==> config.mk <==
export PLATFORM = sky130hd
export DESIGN_NAME = pt_walker
export DESIGN_NICKNAME = d
export VERILOG_FILES = /design/src/rtl/ptw_pkg.sv /design/src/rtl/ptw_addr_gen.sv /design/src/rtl/ptw_pte_eval.sv /design/src/rtl/ptw_ctrl.sv /design/src/rtl/pt_walker.sv
export SDC_FILE = /design/constraint.sdc
export NUM_CORES = 1
export LEC_CHECK = 0
export CORE_ASPECT_RATIO = 0.5
export CORE_MARGIN = 2
export CORE_UTILIZATION = 48
export DETAILED_ROUTE_END_ITERATION = 8
export PLACE_DENSITY = 0.86
export SETUP_SLACK_MARGIN = 0.2
export SYNTH_ARGS = -nofsm -noshare
export SYNTH_HDL_FRONTEND = slang
export SYNTH_SLANG_ARGS = --single-unit
==> constraint.sdc <==
create_clock -name clk -period 3 [get_ports clk]
set_input_delay 0.45 -clock clk [delete_from_list [all_inputs] [get_ports clk]]
set_output_delay 0.45 -clock clk [all_outputs]
set_load 0.03 [all_outputs]
==> src/rtl/ptw_pkg.sv <==
package ptw_pkg;
  typedef enum logic [2:0] {
    S_IDLE, S_RD1, S_RD2, S_UPD, S_DONE, S_FLT
  } ptw_state_e;

  typedef enum logic [1:0] {
    FLT_NONE   = 2'd0,
    FLT_ABSENT = 2'd1,
    FLT_PROT   = 2'd2
  } ptw_fault_e;

  localparam int BIT_PRESENT  = 0;
  localparam int BIT_WRITABLE = 1;
  localparam int BIT_USED     = 2;
  localparam int BIT_DIRTY    = 3;
endpackage

==> src/rtl/ptw_addr_gen.sv <==
module ptw_addr_gen #(
  parameter int AW    = 32,
  parameter int IDX_W = 10,
  parameter int OFF_W = 12
) (
  input  logic                  second,
  input  logic [AW-OFF_W-1:0]   root_base,
  input  logic [AW-OFF_W-1:0]   next_base,
  input  logic [2*IDX_W-1:0]    vpn,
  output logic [AW-1:0]         addr
);
  localparam int ENT_LG = OFF_W - IDX_W;

  logic [IDX_W-1:0]    idx;
  logic [AW-OFF_W-1:0] base;

  always_comb begin
    idx  = second ? vpn[IDX_W-1:0] : vpn[2*IDX_W-1:IDX_W];
    base = second ? next_base : root_base;
    addr = {base, idx, {ENT_LG{1'b0}}};
  end
endmodule

==> src/rtl/ptw_pte_eval.sv <==
module ptw_pte_eval
  import ptw_pkg::*;
#(
  parameter int PW = 32
) (
  input  logic [PW-1:0] pte,
  input  logic          is_store,
  output logic          absent,
  output logic          deny,
  output logic [PW-1:0] upd_pte,
  output logic          need_wb
);
  always_comb begin
    absent  = !pte[BIT_PRESENT];
    deny    = is_store && !pte[BIT_WRITABLE];
    upd_pte = pte;
    upd_pte[BIT_USED] = 1'b1;
    if (is_store) upd_pte[BIT_DIRTY] = 1'b1;
    need_wb = (upd_pte != pte);
  end
endmodule

==> src/rtl/ptw_ctrl.sv <==
module ptw_ctrl
  import ptw_pkg::*;
#(
  parameter int AW    = 32,
  parameter int OFF_W = 12,
  parameter int VPN_W = 20
) (
  input  logic                clk,
  input  logic                rst_n,
  input  logic                req_valid,
  input  logic [VPN_W-1:0]    req_vpn,
  input  logic                req_write,
  input  logic [AW-OFF_W-1:0] req_root,
  output logic                req_ready,
  output logic                rsp_valid,
  input  logic                rsp_ready,
  output logic [AW-OFF_W-1:0] rsp_frame,
  output logic [1:0]          rsp_fault,
  output logic                cmd_valid,
  input  logic                cmd_ready,
  output logic                cmd_write,
  output logic [AW-1:0]       cmd_wdata,
  input  logic                rd_valid,
  input  logic [AW-OFF_W-1:0] rd_frame,
  input  logic                ev_absent,
  input  logic                ev_deny,
  input  logic [AW-1:0]       ev_upd,
  input  logic                ev_need_wb,
  output logic                lvl_two,
  output logic                is_store,
  output logic [VPN_W-1:0]    vpn_q,
  output logic [AW-OFF_W-1:0] root_q,
  output logic [AW-OFF_W-1:0] next_q
);
  ptw_state_e state;
  ptw_fault_e fault_q;
  logic       wait_rd;
  logic [AW-1:0] leaf_q;

  always_comb begin
    req_ready = (state == S_IDLE);
    rsp_valid = (state == S_DONE) || (state == S_FLT);
    rsp_frame = (state == S_DONE) ? leaf_q[AW-1:OFF_W] : '0;
    rsp_fault = (state == S_FLT) ? fault_q : FLT_NONE;
    cmd_valid = ((state == S_RD1 || state == S_RD2) && !wait_rd) || (state == S_UPD);
    cmd_write = (state == S_UPD);
    cmd_wdata = leaf_q;
    lvl_two   = (state == S_RD2) || (state == S_UPD);
  end

  always_ff @(posedge clk or negedge rst_n) begin
    if (!rst_n) begin
      state    <= S_IDLE;
      fault_q  <= FLT_NONE;
      wait_rd  <= 1'b0;
      leaf_q   <= '0;
      is_store <= 1'b0;
      vpn_q    <= '0;
      root_q   <= '0;
      next_q   <= '0;
    end else begin
      case (state)
        S_IDLE: if (req_valid) begin
          vpn_q    <= req_vpn;
          is_store <= req_write;
          root_q   <= req_root;
          wait_rd  <= 1'b0;
          state    <= S_RD1;
        end
        S_RD1: begin
          if (!wait_rd && cmd_ready) wait_rd <= 1'b1;
          if (wait_rd && rd_valid) begin
            wait_rd <= 1'b0;
            if (ev_absent) begin
              fault_q <= FLT_ABSENT;
              state   <= S_FLT;
            end else begin
              next_q <= rd_frame;
              state  <= S_RD2;
            end
          end
        end
        S_RD2: begin
          if (!wait_rd && cmd_ready) wait_rd <= 1'b1;
          if (wait_rd && rd_valid) begin
            wait_rd <= 1'b0;
            if (ev_absent) begin
              fault_q <= FLT_ABSENT;
              state   <= S_FLT;
            end else if (ev_deny) begin
              fault_q <= FLT_PROT;
              state   <= S_FLT;
            end else begin
              leaf_q <= ev_upd;
              state  <= ev_need_wb ? S_UPD : S_DONE;
            end
          end
        end
        S_UPD:  if (cmd_ready) state <= S_DONE;
        S_DONE: if (rsp_ready) state <= S_IDLE;
        S_FLT:  if (rsp_ready) state <= S_IDLE;
        default: state <= S_IDLE;
      endcase
    end
  end
endmodule

==> src/rtl/pt_walker.sv <==
module pt_walker #(
  parameter int AW    = 32,
  parameter int IDX_W = 10,
  parameter int OFF_W = 12
) (
  input  logic                  clk,
  input  logic                  rst_n,
  input  logic                  req_valid,
  output logic                  req_ready,
  input  logic [2*IDX_W-1:0]    req_vpn,
  input  logic                  req_write,
  input  logic [AW-OFF_W-1:0]   root_base,
  output logic                  rsp_valid,
  input  logic                  rsp_ready,
  output logic [AW-OFF_W-1:0]   rsp_frame,
  output logic [1:0]            rsp_fault,
  output logic                  mem_cmd_valid,
  input  logic                  mem_cmd_ready,
  output logic                  mem_cmd_write,
  output logic [AW-1:0]         mem_cmd_addr,
  output logic [AW-1:0]         mem_cmd_wdata,
  input  logic                  mem_rd_valid,
  input  logic [AW-1:0]         mem_rd_data
);
  localparam int VPN_W = 2 * IDX_W;
  localparam int FRM_W = AW - OFF_W;

  logic             lvl_two, is_store, ev_absent, ev_deny, ev_need_wb;
  logic [AW-1:0]    ev_upd;
  logic [VPN_W-1:0] vpn_q;
  logic [FRM_W-1:0] root_q, next_q;

  ptw_pte_eval #(.PW(AW)) u_eval (
    .pte(mem_rd_data), .is_store(is_store), .absent(ev_absent),
    .deny(ev_deny), .upd_pte(ev_upd), .need_wb(ev_need_wb)
  );

  ptw_addr_gen #(.AW(AW), .IDX_W(IDX_W), .OFF_W(OFF_W)) u_addr (
    .second(lvl_two), .root_base(root_q), .next_base(next_q),
    .vpn(vpn_q), .addr(mem_cmd_addr)
  );

  ptw_ctrl #(.AW(AW), .OFF_W(OFF_W), .VPN_W(VPN_W)) u_ctrl (
    .clk(clk), .rst_n(rst_n),
    .req_valid(req_valid), .req_vpn(req_vpn), .req_write(req_write),
    .req_root(root_base), .req_ready(req_ready),
    .rsp_valid(rsp_valid), .rsp_ready(rsp_ready),
    .rsp_frame(rsp_frame), .rsp_fault(rsp_fault),
    .cmd_valid(mem_cmd_valid), .cmd_ready(mem_cmd_ready),
    .cmd_write(mem_cmd_write), .cmd_wdata(mem_cmd_wdata),
    .rd_valid(mem_rd_valid), .rd_frame(mem_rd_data[AW-1:OFF_W]),
    .ev_absent(ev_absent), .ev_deny(ev_deny), .ev_upd(ev_upd),
    .ev_need_wb(ev_need_wb), .lvl_two(lvl_two), .is_store(is_store),
    .vpn_q(vpn_q), .root_q(root_q), .next_q(next_q)
  );
endmodule

After elaboration in Yosys (flattened, before gate mapping)
Index checks and enable logic that the tools add are counted.

Register bits: 99. Output and inout port bits: 90.

Equal/unequal tests: 14. Multiplexer cells: 25. Bitwise operators: 1. Reductions and logical operators: 21.

Operator list (number): $mux W20 (2); $mux W3 (9); $pmux W3 S5 (1); $mux W2 (6); $mux W10 (1); $ne A2 B2 Y1 const B (5); $reduce_and A5 Y1 (2); $eq A3 B2 Y1 const B (2); $eq A3 B3 Y1 const B (2); $reduce_and A3 Y1 (2); $logic_and A1 B1 Y1 (4); $logic_or A1 B1 Y1 (4); $mux W1 (4); $pmux W2 S2 (1); $reduce_and A4 Y1 (1); $reduce_bool A2 Y1 (2); $reduce_or A2 Y1 (2); $eq A3 B1 Y1 const B (1); $logic_not A3 Y1 (1); $ne A3 B1 Y1 const B (1); $ne A3 B3 Y1 const B (1); $logic_not A1 Y1 (2); $ne A2 B1 Y1 const B (1); $ne A2 B2 Y1 (1); other kinds (3) (3).

Logic depth before layout (Yosys ltp)
Gate-level depths: netlist (run 1).

Word-level depth: 7. Depth in mapped cells: 6. Gate-level depth less buffers: 4.

By module
From an unflattened synthesis (run 1), not the netlist that was laid out.

Cells, all modules: 350. Area, all modules: 5215.0 um^2.

By module, submodules not included: ptw_ctrl (times used 1, cells an instance 277, area an instance 4453.0 um^2, sequential area each 2477.4 um^2); ptw_addr_gen (times used 1, cells an instance 36, area an instance 503.0 um^2, sequential area each 0.0 um^2); ptw_pte_eval (times used 1, cells an instance 37, area an instance 259.0 um^2, sequential area each 0.0 um^2).

Worst setup path after synthesis (run 1)
OpenSTA, ideal clock, no wires.

Path type: flip-flop to flip-flop. Start: register u_ctrl.state[1]. End: register u_ctrl.is_store. Arrival time: 2036 ps. Required time: 2875 ps. Setup slack: 839 ps. Stages on the path, launching flop included: 7. Path buffers: 3. Period minus slack after synthesis: 2161 ps. Cells stage by stage: dfrtp_1 buf_2 nor3_1 and2_1 buf_4 buf_6 mux2_2.

Word-level cells in the longest chain between the ends: 2.

Ends and longest elaborated chain: start: declaration (RTL line ptw_ctrl.sv:35) `ptw_state_e state;`; start signal: assignment (RTL line ptw_ctrl.sv:95) `state <= ev_need_wb ? S_UPD : S_DONE;`; $logic_not A3 Y1; via req_ready (RTL line pt_walker.sv:9) `output logic req_ready,`; $reduce_and A2 Y1 (no line); end signal: assignment (RTL line ptw_ctrl.sv:65) `is_store <= req_write;`; end: declaration (RTL line ptw_ctrl.sv:30) `output logic is_store,`.

The timed path passes the listed nets, and every way through them passes these cells. A chain may end at the register's enable or synchronous reset.

Final worst setup path (run 1)
Start: register u_ctrl.state[2]. End: output rsp_frame[2].

Word-level cells in the longest chain between the ends: 2.

Ends and longest elaborated chain: $eq A3 B3 Y1 (RTL line ptw_ctrl.sv:43) `rsp_frame = (state == S_DONE) ? leaf_q[AW-1:OFF_W] : '0;`; $mux W20 (RTL line ptw_ctrl.sv:43); end: declaration (RTL line pt_walker.sv:15) `output logic [AW-OFF_W-1:0] rsp_frame,`.

Every way passes these cells.

==> results of run 1 <==
-- layer usage --
| layer | GRT usage [%] | vias up |
|---|---|---|
| met4 | 5.89 | 0 |
| met2 | 38.3 | 75 |
| met3 | 5.02 | 6 |
| met5 | 0 | - |
| met1 | 25.3 | 1576 |
| li1 | - | 1476 |
-- per-stage QoR --
stage	power (uW)	utilization, %	setup WS [ns]	hold WS [ns]	instance area [um2]
after detailed placement	5980	70.5	0.648	0.471	6280
after global placement	5900	70.5	0.694	0.470	6280
after CTS	7210	73.9	0.251	0.171	6590
after floorplan	4610	-	0.839	0.154	4500
final	7140	74.0	0.315	0.146	6600
after global routing	7510	74.0	0.218	0.200	6600
-- worst register-to-register path: stages, from the launching register on --
cell	delay [ns]
sky130_fd_sc_hd__dfrtp_1	0.39
sky130_fd_sc_hd__buf_4	0.20
sky130_fd_sc_hd__nor3_1	0.28
sky130_fd_sc_hd__and2_2	0.35
sky130_fd_sc_hd__buf_12	0.26
sky130_fd_sc_hd__mux2_2	0.39
-- cells by family after synthesis --
| family | count (synthesis) | share of synthesized area [%] |
|---|---|---|
| AO/OA/AOI/OAI | 19 | 2.81 |
| other | 1 | 0.0833 |
| XOR/XNOR | 1 | 0.195 |
| AND/OR/NAND/NOR | 58 | 7.70 |
| buffers and inverters | 27 | 4.20 |
| flip-flops | 98 | 54.5 |
| multiplexers | 121 | 30.3 |
| adder cells (fa/ha/maj) | 1 | 0.222 |
-- final cells by class --
type	instances	area [um2]	share of cell area (%)
flip-flops and latches	98	2450	37.2
multi-input cells	202	1880	28.5
clock buffers	11	243	3.68
repair buffers	177	1790	27.2
clock inverters	3	65.1	0.986
inverters	4	15.0	0.228
well taps	117	146	2.22
-- cells in the final DEF (no fill, tap or decap), drive strengths merged, types with 4 or more instances in the layout --
| cell type | count |
|---|---|
| nor2 | 10 |
| clkdlybuf4s50 | 164 |
| mux2 | 121 |
| buf | 12 |
| a21oi | 5 |
| inv | 4 |
| nand2b | 4 |
| dfrtp | 98 |
| nand2 | 5 |
| and2 | 21 |
| clkbuf | 11 |
| o21ai | 4 |
-- where the power goes --
part	internal, uW	total, uW	leakage [uW]	switching, uW
Combinational	1850	3710	0.00145	1870
Sequential	1910	2240	0.00121	334
Clock	743	1190	0.000151	447
Total	4500	7140	0.00281	2650
-- flip-flops by register name, indices dropped and copies added (netlist names) --
| name | count |
|---|---|
| u_ctrl.fault_q | 2 |
| u_ctrl.wait_rd | 1 |
| u_ctrl.next_q | 20 |
| u_ctrl.is_store | 1 |
| u_ctrl.vpn_q | 20 |
| u_ctrl.cmd_wdata | 31 |
| u_ctrl.state | 3 |
| u_ctrl.root_q | 20 |
-- path summary, 6_finish.rpt --
check | to | slack, ns | startpoint
setup / recovery | rsp_frame[2] | 0.31 | u_ctrl.state[2]$_DFFE_PN0P_
hold / removal | u_ctrl.vpn_q[7]$_DFFE_PN0P_ | 0.15 | rst_n
setup reg to reg | u_ctrl.root_q[0]$_DFFE_PN0P_ | 1.01 | u_ctrl.state[1]$_DFFE_PN0P_
hold reg to reg | u_ctrl.vpn_q[5]$_DFFE_PN0P_ | 0.49 | u_ctrl.vpn_q[5]$_DFFE_PN0P_
max in group asynchronous | u_ctrl.root_q[18]$_DFFE_PN0P_ | 2.02 | rst_n
min in group clk | u_ctrl.vpn_q[5]$_DFFE_PN0P_ | 0.49 | u_ctrl.vpn_q[5]$_DFFE_PN0P_
-- what timing repair did --
item | in CTS | in global routing
endpoints found under the setup margin | 0 | 2
resized for setup | 0 | 2
endpoints found under the hold margin | 0 | 0
==> impl.org, run 1 <==
** Setup path
- The critical path crosses 6 cells after its start point.
- Critical path type :: reg -> out
- Arrival time at the worst endpoint :: 2.24 ns
- Crit path required time :: 2.55 ns
- Worst Setup Start Kind :: register
- The largest single stage delay on the critical path is 0.67 ns.
- In this design, the critical path's most frequently occurring cell is sky130_fd_sc_hd__buf_4.
- Critical Path, Cell by Cell :: buf_4, inv_1, nor3_2, buf_4, and2_1, clkdlybuf4s50_1
- The number of buffers and inverters on the critical path is 4.
- Largest fanout on the critical path :: 20
- The worst setup path is captured at an output pin.
- The number of cells on the worst reg-to-reg path is 5.
- Among cell families on the critical path, the largest total delay comes from buffers and inverters.
- Among all stages on the critical path, the largest delay is contributed by sky130_fd_sc_hd__clkdlybuf4s50_1.

** Synth
- The most common cell in the synthesized netlist is sky130_fd_sc_hd__mux2_2.
- Distinct cells, synth :: 37
- Leading post-synthesis cells by cell area :: sky130_fd_sc_hd__dfrtp_1 (55%), sky130_fd_sc_hd__mux2_2 (29%), sky130_fd_sc_hd__and2_1 (2.9%), sky130_fd_sc_hd__buf_6 (1.8%), sky130_fd_sc_hd__buf_4 (1.2%)
- Netlist area before placement :: 0.00450 mm2
- Sorting the synthesized cells by how often they occur yields sky130_fd_sc_hd__mux2_2 (117), sky130_fd_sc_hd__dfrtp_1 (98), sky130_fd_sc_hd__and2_1 (21).
- The synthesized design spends more area on one cell type than any other, namely sky130_fd_sc_hd__dfrtp_1.
- Synthesis inferred 98 register bits.
- Top cell type's share of synthesized area :: 54.5%
- Most frequently used flop master after synthesis :: sky130_fd_sc_hd__dfrtp_1
- Share of synthesized area occupied by flip-flops and latches :: 54.5%
- Mean area per synthesized cell :: 13.8 um2
- For this run, the number of Yosys warnings is 0.
- The cell count after synthesis came out at 326.
- Count of flip-flops with a built-in enable after synthesis :: 0
- Async SR Flop Fraction :: 100%

** Placement
- In this run the tool buffered the top-level ports with 166 buffer cells.
- At the end of routability-driven placement, the weighted congestion stood at 0.852.
- HPWL reported at the end of detailed placement :: 7.54 mm
- # placed instances :: 598

** Finish
- The post-route netlist has 30.9% of its cells at a drive strength greater than 1.
- Count of non-filler cells in the finished layout :: 612
- Number of nets in the layout :: 571
- Filler Cell Count :: 600
- The number of antenna diodes in the final layout is 0.
- Area growth, synth to finish :: 46.6%

** STA
- In this run the tightest slew margin relative to its limit is 56.4%.
- Portion of the clock cycle consumed by the worst path in the final layout :: 89.5%
- Maximum clock rate :: 372 MHz
- The count of endpoints failing hold in the final timing report came to 0.
- Across the routed clock network, the largest skew measured is 0.00608 ns.
- Subtracting the final worst setup slack from the clock period gives 2.69 ns.
- Unrepaired setup endpoints after global routing :: false
- The number of pins exceeding their max-slew limit in the final report was 0.
- Setup violations remaining at the end of the flow were counted as 0.
- At the pin with the least slew margin, the transition time is 0.637 ns.
- Summed over all failing endpoints, the final setup total negative slack is 0 ns.

** Routing
- Wire length on met3 :: 431 um
- Routed vias/inst :: 5.12
- Routed length on met1 :: 4.49 mm
- DR WL met2 :: 5.51 mm
- Violation count after the first detailed-routing iteration :: 144
- The final route contains 3133 vias.
- After detailed routing, the total wire length is 10.5 mm.
- The detail route stage leaves a number of antenna-violating nets equal to 0.
- Remaining design rule violation count :: 0
- Top layer used by detailed routing :: met4
- The first TritonRoute pass finished after 4 iterations.
- In the final routed layout, each cell accounts on average for 17.2 um.

** Die
- Placeable Area :: 0.00892 mm2
- Chip width :: 141 um
- Row Count :: 24
- During I/O placement, the number of pins put on the boundary was 169.
- DIE AREA :: 0.0102 mm2
- Once the floorplan was initialized, standard cells occupied 50.4% of the core.
- Vertical die dimension :: 72.5 um

** GRT
- Summed over all layers, the global routing overflow is 0.
- The first global-routing pass estimated 16.6 mm of wire.
- Entering global routing, the biggest net connects 53 pins.
- The number of antenna violations at the first check in global routing was 0.
- Across every metal layer, demand over resource in global routing totals 20.9%.
- Via count of the first global-routing pass :: 3235

** CTS
- Post-CTS Hold Fix Bufs :: 0
- Root buffer cell :: sky130_fd_sc_hd__clkbuf_16
- The longest clock path from root to sink contains 2 buffers.
- In this run the post-CTS setup repair buffer count came out at 0.
- H-tree depth :: 3
- Buffers inserted during clock tree synthesis total 9.
- Clock latency of the later-clocked register in the worst-skew pair :: 0.33 ns
- Clock tree sinks :: 98
- TritonCTS built the clock tree.
- Clock transition time at the flip-flop clock pins of the worst setup and hold paths :: 0.07 ns

** Job
- Across the run, the number of max-cap violations was 0.

** Pwr
- Leakage power total :: 0.00281 uW
- Worst-case vdd ir drop :: 0.000493 V
- Power density of the placed cells :: 1080 mW/mm2

** Outcome
- The flow ran to the end, and the final reports show no timing, DRC or antenna violations.

** Min path
- The min-delay analysis places its worst path in the category in -> async.
(Power assumes the default switching activity.)
==> run 2: changes to the inputs <==
ABC_AREA = 1   (was not set)
PLACE_DENSITY = 0.85   (was 0.86)
==> impl.org, run 2 <==
** Setup path
- Crit path required time :: 2.55 ns
- Critical path type :: reg -> out
- The worst setup path is captured at an output pin.
- Worst flop-to-flop path startpoint :: u_ctrl.state[0]$_DFFE_PN0P_
- Minimum setup slack among reg-to-reg paths :: 0.73 ns
- Worst Setup Start Kind :: register
- Largest fanout on the critical path :: 20
- R2r worst-path depth :: 6
- Arrival time at the worst endpoint :: 2.21 ns
- R2r endpoint :: u_ctrl.vpn_q[10]$_DFFE_PN0P_

** Pwr
- Power density of the placed cells :: 1050 mW/mm2
- Power Internal :: 3930 uW
- The share of total power dissipated in the clock network is 16.8%.
- Power, Total :: 6980 uW
- VDD sags by at most 0.000463 V.
- Leakage power total :: 0.00327 uW
- Switching power as a share of total power :: 43.7%
- Relative contribution of combinational cells to total power :: 49.4%
- Reg power frac :: 33.8%
- The analysis attributes to net switching a power of 3050 uW.

** Die
- Pin placement for this block handled 169 I/O pins.
- Measured along the x axis, the die boundary spans 143 um.
- The total area inside the core boundary comes to 0.00938 mm2.
- Vertical die dimension :: 73.3 um
- Row Count :: 25
- The die covers 0.0105 mm2.
- Once the floorplan was initialized, standard cells occupied 49.1% of the core.

** Finish
- Commonest cells after routing, fill and taps aside :: sky130_fd_sc_hd__nand2_1 (250), sky130_fd_sc_hd__clkdlybuf4s50_1 (164), sky130_fd_sc_hd__dfrtp_1 (97)
- The layout has 769 filler cells.
- The post-route netlist has 4.90% of its cells at a drive strength greater than 1.
- Flip-flop and latch area :: 0.00245 mm2
- Most common library cell in the layout ignoring fill and taps :: sky130_fd_sc_hd__nand2_1
- After routing the design area is 0.00662 mm2.
- Number of nets in the layout :: 829
- Leaving out filler cells and counting taps, the final layout contains 876.
- Number of flip-flops under the largest register name :: 31
- Relative to the synthesized area, the layout overhead comes to 43.5%.
- Antenna fix cells :: 0
- Multi-input gate area in the final layout :: 0.00173 mm2

** Synth
- Synth top cells by count :: sky130_fd_sc_hd__nand2_1 (250), sky130_fd_sc_hd__dfrtp_1 (98), sky130_fd_sc_hd__inv_1 (62)
- The average instance in the mapped netlist occupies 7.68 um2.
- Synthesis handed over a netlist of 600 instances.
- Warnings from Yosys :: 0
- In this run, synthesis produced a sequential element count of 98.
- After synthesis, the netlist uses 25 different library cells.
- The synthesized design spends more area on one cell type than any other, namely sky130_fd_sc_hd__dfrtp_1.
- In the synthesized netlist the dominant register cell turns out to be sky130_fd_sc_hd__dfrtp_1.
- Counting flops with an async set or reset pin after synthesis yields a share of 100%.
- The mapped netlist covers 0.00461 mm2.
- Yosys mapped a number of flops with a built-in enable equal to 0.
- Top cell type's share of synthesized area :: 53.2%
- Leading post-synthesis cells by cell area :: sky130_fd_sc_hd__dfrtp_1 (53%), sky130_fd_sc_hd__nand2_1 (20%), sky130_fd_sc_hd__inv_1 (5.0%), sky130_fd_sc_hd__nand3_1 (5.0%), sky130_fd_sc_hd__o21ai_0 (3.1%)
- Share of synthesized area occupied by flip-flops and latches :: 53.2%
- By instance count, the leading cell after synthesis is sky130_fd_sc_hd__nand2_1.

** GRT
- The number of antenna violations at the first check in global routing is 0.
- Global-route wire length before repair :: 19.6 mm
- Combined global-route utilization of all metal layers :: 24.5%
- Entering global routing, the biggest net connects 62 pins.
- Remaining global-route overflow :: 0
- Via count of the first global-routing pass :: 4008

** Placement
- # placed instances :: 860
- Total cell area at the placement stage :: 0.00631 mm2
- After legalization and detailed placement, the total HPWL measured 8.91 mm.
- Buffers on Ports :: 166
- Routability Congestion :: 0.840

** CTS
- Number of buffers inserted during clock tree synthesis :: 9
- No sink is reached through more buffers than the 2 on the longest clock path.
- Clock latency of the later-clocked register in the worst-skew pair :: 0.34 ns
- Count of buffers added by post-CTS timing repair for setup :: 0
- H-tree depth :: 3
- Clock transition time at the flip-flop clock pins of the worst setup and hold paths :: 0.07 ns
- TritonCTS built the clock tree.
- The tree is rooted in a sky130_fd_sc_hd__clkbuf_16.
- Post-CTS Hold Fix Bufs :: 0
- Clock tree synthesis found a total of 98 sinks.
- Number of cells upsized or downsized after cts :: 1

** Routing
- Dividing the detail-routed via count by the number of cells gives 4.93.
- Routed Wire Length :: 12.3 mm
- Drt first pass iters :: 5
- Via count of the routed design :: 4322
- DR WL/cell :: 14.0 um
- Residual antenna-violating net count after detailed routing :: 0
- Remaining design rule violation count :: 0
- In this run, the number of DRC markers left after iteration 0 of detailed routing was 307.

** STA
- Unrepaired setup endpoints after global routing :: false
- Setup TNS :: 0 ns
- Setup violations remaining at the end of the flow were counted as 0.
- Max Slew Vio Count :: 0
- Between clock sinks in the finished design, the worst skew comes to 0.00702 ns.
- After layout, the worst path uses 88.7% of the clock period.
- Post-layout minimum cycle time :: 2.66 ns
- The count of endpoints failing hold in the final timing report came to 0.
- Derived from the worst setup path, the maximum achievable clock frequency is 376 MHz.
- Measured against its own limit, the worst slew margin works out to 48.7%.
- Worst-margin pin slew :: 0.770 ns

** Job
- Max-cap violations :: 0

** Outcome
- The run finished with clean final reports.

** Min path
- The tightest min-delay check is of the in -> async type.
[run 2: cell count changes after synthesis, sizes merged, moves of 4 or more]
cell and delta:
and2 -21, buf +4, clkbuf +10, inv +61, mux2 -121, nand2 +246
nand2b -4, nand3 +46, nor2 +26, o21ai +50
[run 2: power by group through the flow]
stage          Sequential (uW)  Clock, uW  Combinational (uW)
2_1_floorplan             2560          0                1860
3_3_place_gp              2330          0                3380
3_5_place_dp              2360          0                3460
4_1_cts                   2350       1190                3470
5_1_grt                   2430       1250                3740
6_report                  2360       1170                3450
[run 2: worst max-delay path, cell delays in order, from the launching register on]
cell	delay, ns
sky130_fd_sc_hd__dfrtp_1	0.56
sky130_fd_sc_hd__nor2_1	0.22
sky130_fd_sc_hd__nand2_1	0.08
sky130_fd_sc_hd__buf_4	0.22
sky130_fd_sc_hd__nor2_1	0.11
sky130_fd_sc_hd__clkdlybuf4s50_1	0.67
[run 2: through the flow]
stage | utilization, % | worst slack, ns | hold slack [ns]
final | 70.5 | 0.340 | 0.189
after floorplan | - | 0.992 | 0.154
after detailed placement | 67.3 | 0.538 | 0.459
after global routing | 70.5 | 0.202 | 0.245
after global placement | 67.3 | 0.574 | 0.454
after CTS | 70.5 | 0.282 | 0.214
[run 2: cell type report]
| class | instances | area share, % |
|---|---|---|
| clock inverters | 6 | 1.08 |
| clock buffers | 10 | 3.46 |
| multi-input cells | 401 | 26.1 |
| well taps | 121 | 2.29 |
| inverters | 65 | 3.73 |
| repair buffers | 175 | 26.3 |
| flip-flops and latches | 98 | 37.1 |
[run 2: cells by family (layout without fill, tap and decap cells)]
kind of cell / count (synthesis) / count (layout) / synth area share (%)
DFF: 98 / 98 / 53.2
other: 1 / 2 / 0.0813
AOI/OAI and AO/OA: 60 / 60 / 6.73
and+or+nand+nor: 339 / 339 / 30.5
buffers and inverters: 102 / 256 / 9.53
[run 2: per-layer routing]
layer,GRT usage (%),vias to the layer above,routed length (um),share of wire (%)
li1,-,2136,-,-
met1,33.1,2015,5430,44
met2,40.5,157,5960,48
met3,5.48,14,749,6.1
met4,7.15,0,159,1.3
met5,0,-,0,0
[run 2: how the worst max path moves through the flow]
stage,from,to,slack (ns),cells past startpoint
floorplan,u_ctrl.state[1]$_DFFE_PN0P_,rsp_fault[0],0.99,4
global placement,u_ctrl.state[2]$_DFFE_PN0P_,mem_cmd_valid,0.57,6
detailed placement,u_ctrl.state[2]$_DFFE_PN0P_,mem_cmd_valid,0.54,6
CTS,u_ctrl.state[1]$_DFFE_PN0P_,mem_cmd_addr[19],0.28,6
global route,u_ctrl.state[0]$_DFFE_PN0P_,rsp_frame[18],0.20,5
finish,u_ctrl.state[0]$_DFFE_PN0P_,rsp_frame[10],0.34,5
==> run 3: changes to the inputs <==
CORE_ASPECT_RATIO = not set   (was 0.5)
==> impl.org, run 3 (same netlist as run 2, synthesis figures left out) <==
** Placement
- Prior to clock tree synthesis, the placed netlist has a worst setup slack of 0.495 ns.
- The number of placed instances, taps included, is 869.
- Buffers on Ports :: 166
- HPWL reported at the end of detailed placement :: 9.25 mm
- Routability Congestion :: 0.923

** GRT
- Across every metal layer, demand over resource in global routing totals 24.4%.
- Entering global routing, the biggest net connects 85 pins.
- The number of antenna violations at the first check in global routing is 0.
- Remaining global-route overflow :: 0
- The first global-routing pass estimated 19.9 mm of wire.
- The number of global-route vias before repair came to 4305.

** Min path
- In this run the most critical hold path is launched from u_ctrl.root_q[8]$_DFFE_PN0P_.
- The tightest min-delay check is of the reg -> reg type.

** Pwr
- In this run the power density over the cells is 1010 mW/mm2.
- For this design the static power due to leakage is 0.00323 uW.
- IR analysis of the VDD net gives a maximum drop of 0.000620 V.

** Finish
- Area growth, synth to finish :: 41.4%
- In the layout the commonest cells are sky130_fd_sc_hd__nand2_1 (249), sky130_fd_sc_hd__clkdlybuf4s50_1 (163), sky130_fd_sc_hd__dfrtp_1 (97).
- Antenna fix cells :: 0
- After filler insertion, the fill cell instance count of the layout stands at 728.
- Count of non-filler cells in the finished layout :: 886
- In the final design database the tool counted 831 nets.
- Proportion of layout cells with a drive suffix above 1 :: 5.42%
- Multi-input gate area in the final layout :: 0.00173 mm2
- The register with the most flip-flops in the layout has 31 of them.
- Leaving out fill and tap cells, the most frequent cell in the layout is sky130_fd_sc_hd__nand2_1.
- Registers take 0.00245 mm2.

** Setup path
- Worst Setup Start Kind :: register
- The critical path starts at u_ctrl.state[2]$_DFFE_PN0P_.
- Largest fanout on the critical path :: 32
- For the worst setup path, the data required time is 2.55 ns.
- Worst flop-to-flop path startpoint :: u_ctrl.state[2]$_DFFE_PN0P_
- STA puts the critical path data arrival time at 2.24 ns.
- The worst setup path is captured at an output pin.
- By startpoint and endpoint, the worst setup path is classified as reg -> out.

** CTS
- CTS Buffer Depth :: 2
- Clock latency of the later-clocked register in the worst-skew pair :: 0.35 ns
- Clock transition time at the flip-flop clock pins of the worst setup and hold paths :: 0.09 ns
- Root buffer cell :: sky130_fd_sc_hd__clkbuf_8
- TritonCTS created 9 clock buffers.
- Clock tree from TritonCTS :: built
- Count of buffers added by post-CTS timing repair for setup :: 0
- Clock tree sinks :: 98
- In this run the number of H-tree levels came out at 3.

** Die
- The floorplan step defined a die boundary enclosing 0.0104 mm2.
- Row Count :: 35
- The die is 102 um wide.
- Placeable Area :: 0.00928 mm2
- Initial core utilization :: 49.7%
- Vertical die dimension :: 102 um
- 169 I/O pins were placed.

** STA
- Largest clock skew in the final design :: 0.0101 ns
- Setup WS post-layout :: 0.312 ns
- Setup repair after global routing left no endpoint under its margin.
- Setup violations remaining at the end of the flow were counted as 0.
- In the final timing run, aggregate negative setup slack is 0 ns.
- Final-report hold violation count :: 0
- Max Slew Vio Count :: 0
- Static timing analysis puts the maximum clock frequency at 372 MHz.
- The worst path uses 89.6% of the clock period.
- The worst path in the final design needs a cycle of 2.69 ns, including I/O delays and setup.
- Relative max-transition margin :: 47.2%
- Worst-margin pin slew :: 0.790 ns

** Job
- Across the run, the number of max-cap violations was 0.

** Routing
- Across all layers, the routed design uses 4382 vias.
- Drt first pass iters :: 4
- Residual antenna-violating net count after detailed routing :: 0
- The final layout contains routed wiring with a total length of 12.5 mm.
- In the routed design, unresolved DRC markers number 0.
- Dividing the detail-routed wire length by the instance count gives 14.1 um.
- Violation count after the first detailed-routing iteration :: 196
- Routed vias/inst :: 4.95

** Outcome
- Result of the run :: finished, final reports clean
[run 3: repair_timing]
| item | in CTS | in global routing |
|---|---|---|
| endpoints found under the setup margin | 21 | 13 |
| pin swaps | 0 | 0 |
| endpoints found under the hold margin | 14 | 0 |
| hold buffers | 1 | 0 |
| resized for setup | 2 | 1 |
[run 3: metrics by stage]
| stage | total power (uW) | hold slack [ns] | util [%] | area [um2] |
|---|---|---|---|---|
| after global routing | 7030 | 0.486 | 70.2 | 6520 |
| after CTS | 6610 | 0.476 | 70.2 | 6520 |
| after global placement | 5710 | 0.317 | 68.2 | 6330 |
| after floorplan | 4420 | 0.154 | - | 4610 |
| after detailed placement | 5830 | 0.320 | 68.2 | 6330 |
| final | 6580 | 0.479 | 70.2 | 6520 |
[run 3: per-layer routing]
layer,track usage [%],vias up,share of wire [%]
li1,-,2123,-
met1,31.2,2064,42
met2,42.7,173,50
met3,2.87,22,5.8
met4,9.03,0,1.9
met5,0,-,0
[run 3: cell type report]
class	count	area share (%)
sequential	98	37.6
timing repair buffer	177	26.9
clock inverter	7	0.806
multi-input combinational	401	26.5
clock buffer	9	1.90
tap	129	2.48
inverter	65	3.78
[run 3: worst paths after layout]
check,slack (ns),cells after the start,to
worst max-delay path,0.31,5,mem_cmd_addr[8]
worst min-delay path,0.48,2,u_ctrl.root_q[8]$_DFFE_PN0P_
worst max register to register,0.90,5,u_ctrl.cmd_wdata[22]$_DFFE_PN0P_
worst min register to register,0.48,2,u_ctrl.root_q[8]$_DFFE_PN0P_
max in group asynchronous,1.78,3,u_ctrl.state[1]$_DFFE_PN0P_
min in group asynchronous,0.49,2,u_ctrl.cmd_wdata[11]$_DFFE_PN0P_
[run 3: power by group]
group,switching (uW),leakage [uW],internal (uW)
combinational,2140,0.00188,1350
clock,472,0.0000904,309
sequential,392,0.00126,1920
total,3010,0.00323,3580
[run 3: critical path, stage by stage (launching register included)]
cell	delay, ns
sky130_fd_sc_hd__dfrtp_1	0.57
sky130_fd_sc_hd__inv_4	0.09
sky130_fd_sc_hd__nand2_4	0.32
sky130_fd_sc_hd__nand2_1	0.09
sky130_fd_sc_hd__nand2_1	0.12
sky130_fd_sc_hd__clkdlybuf4s50_1	0.68
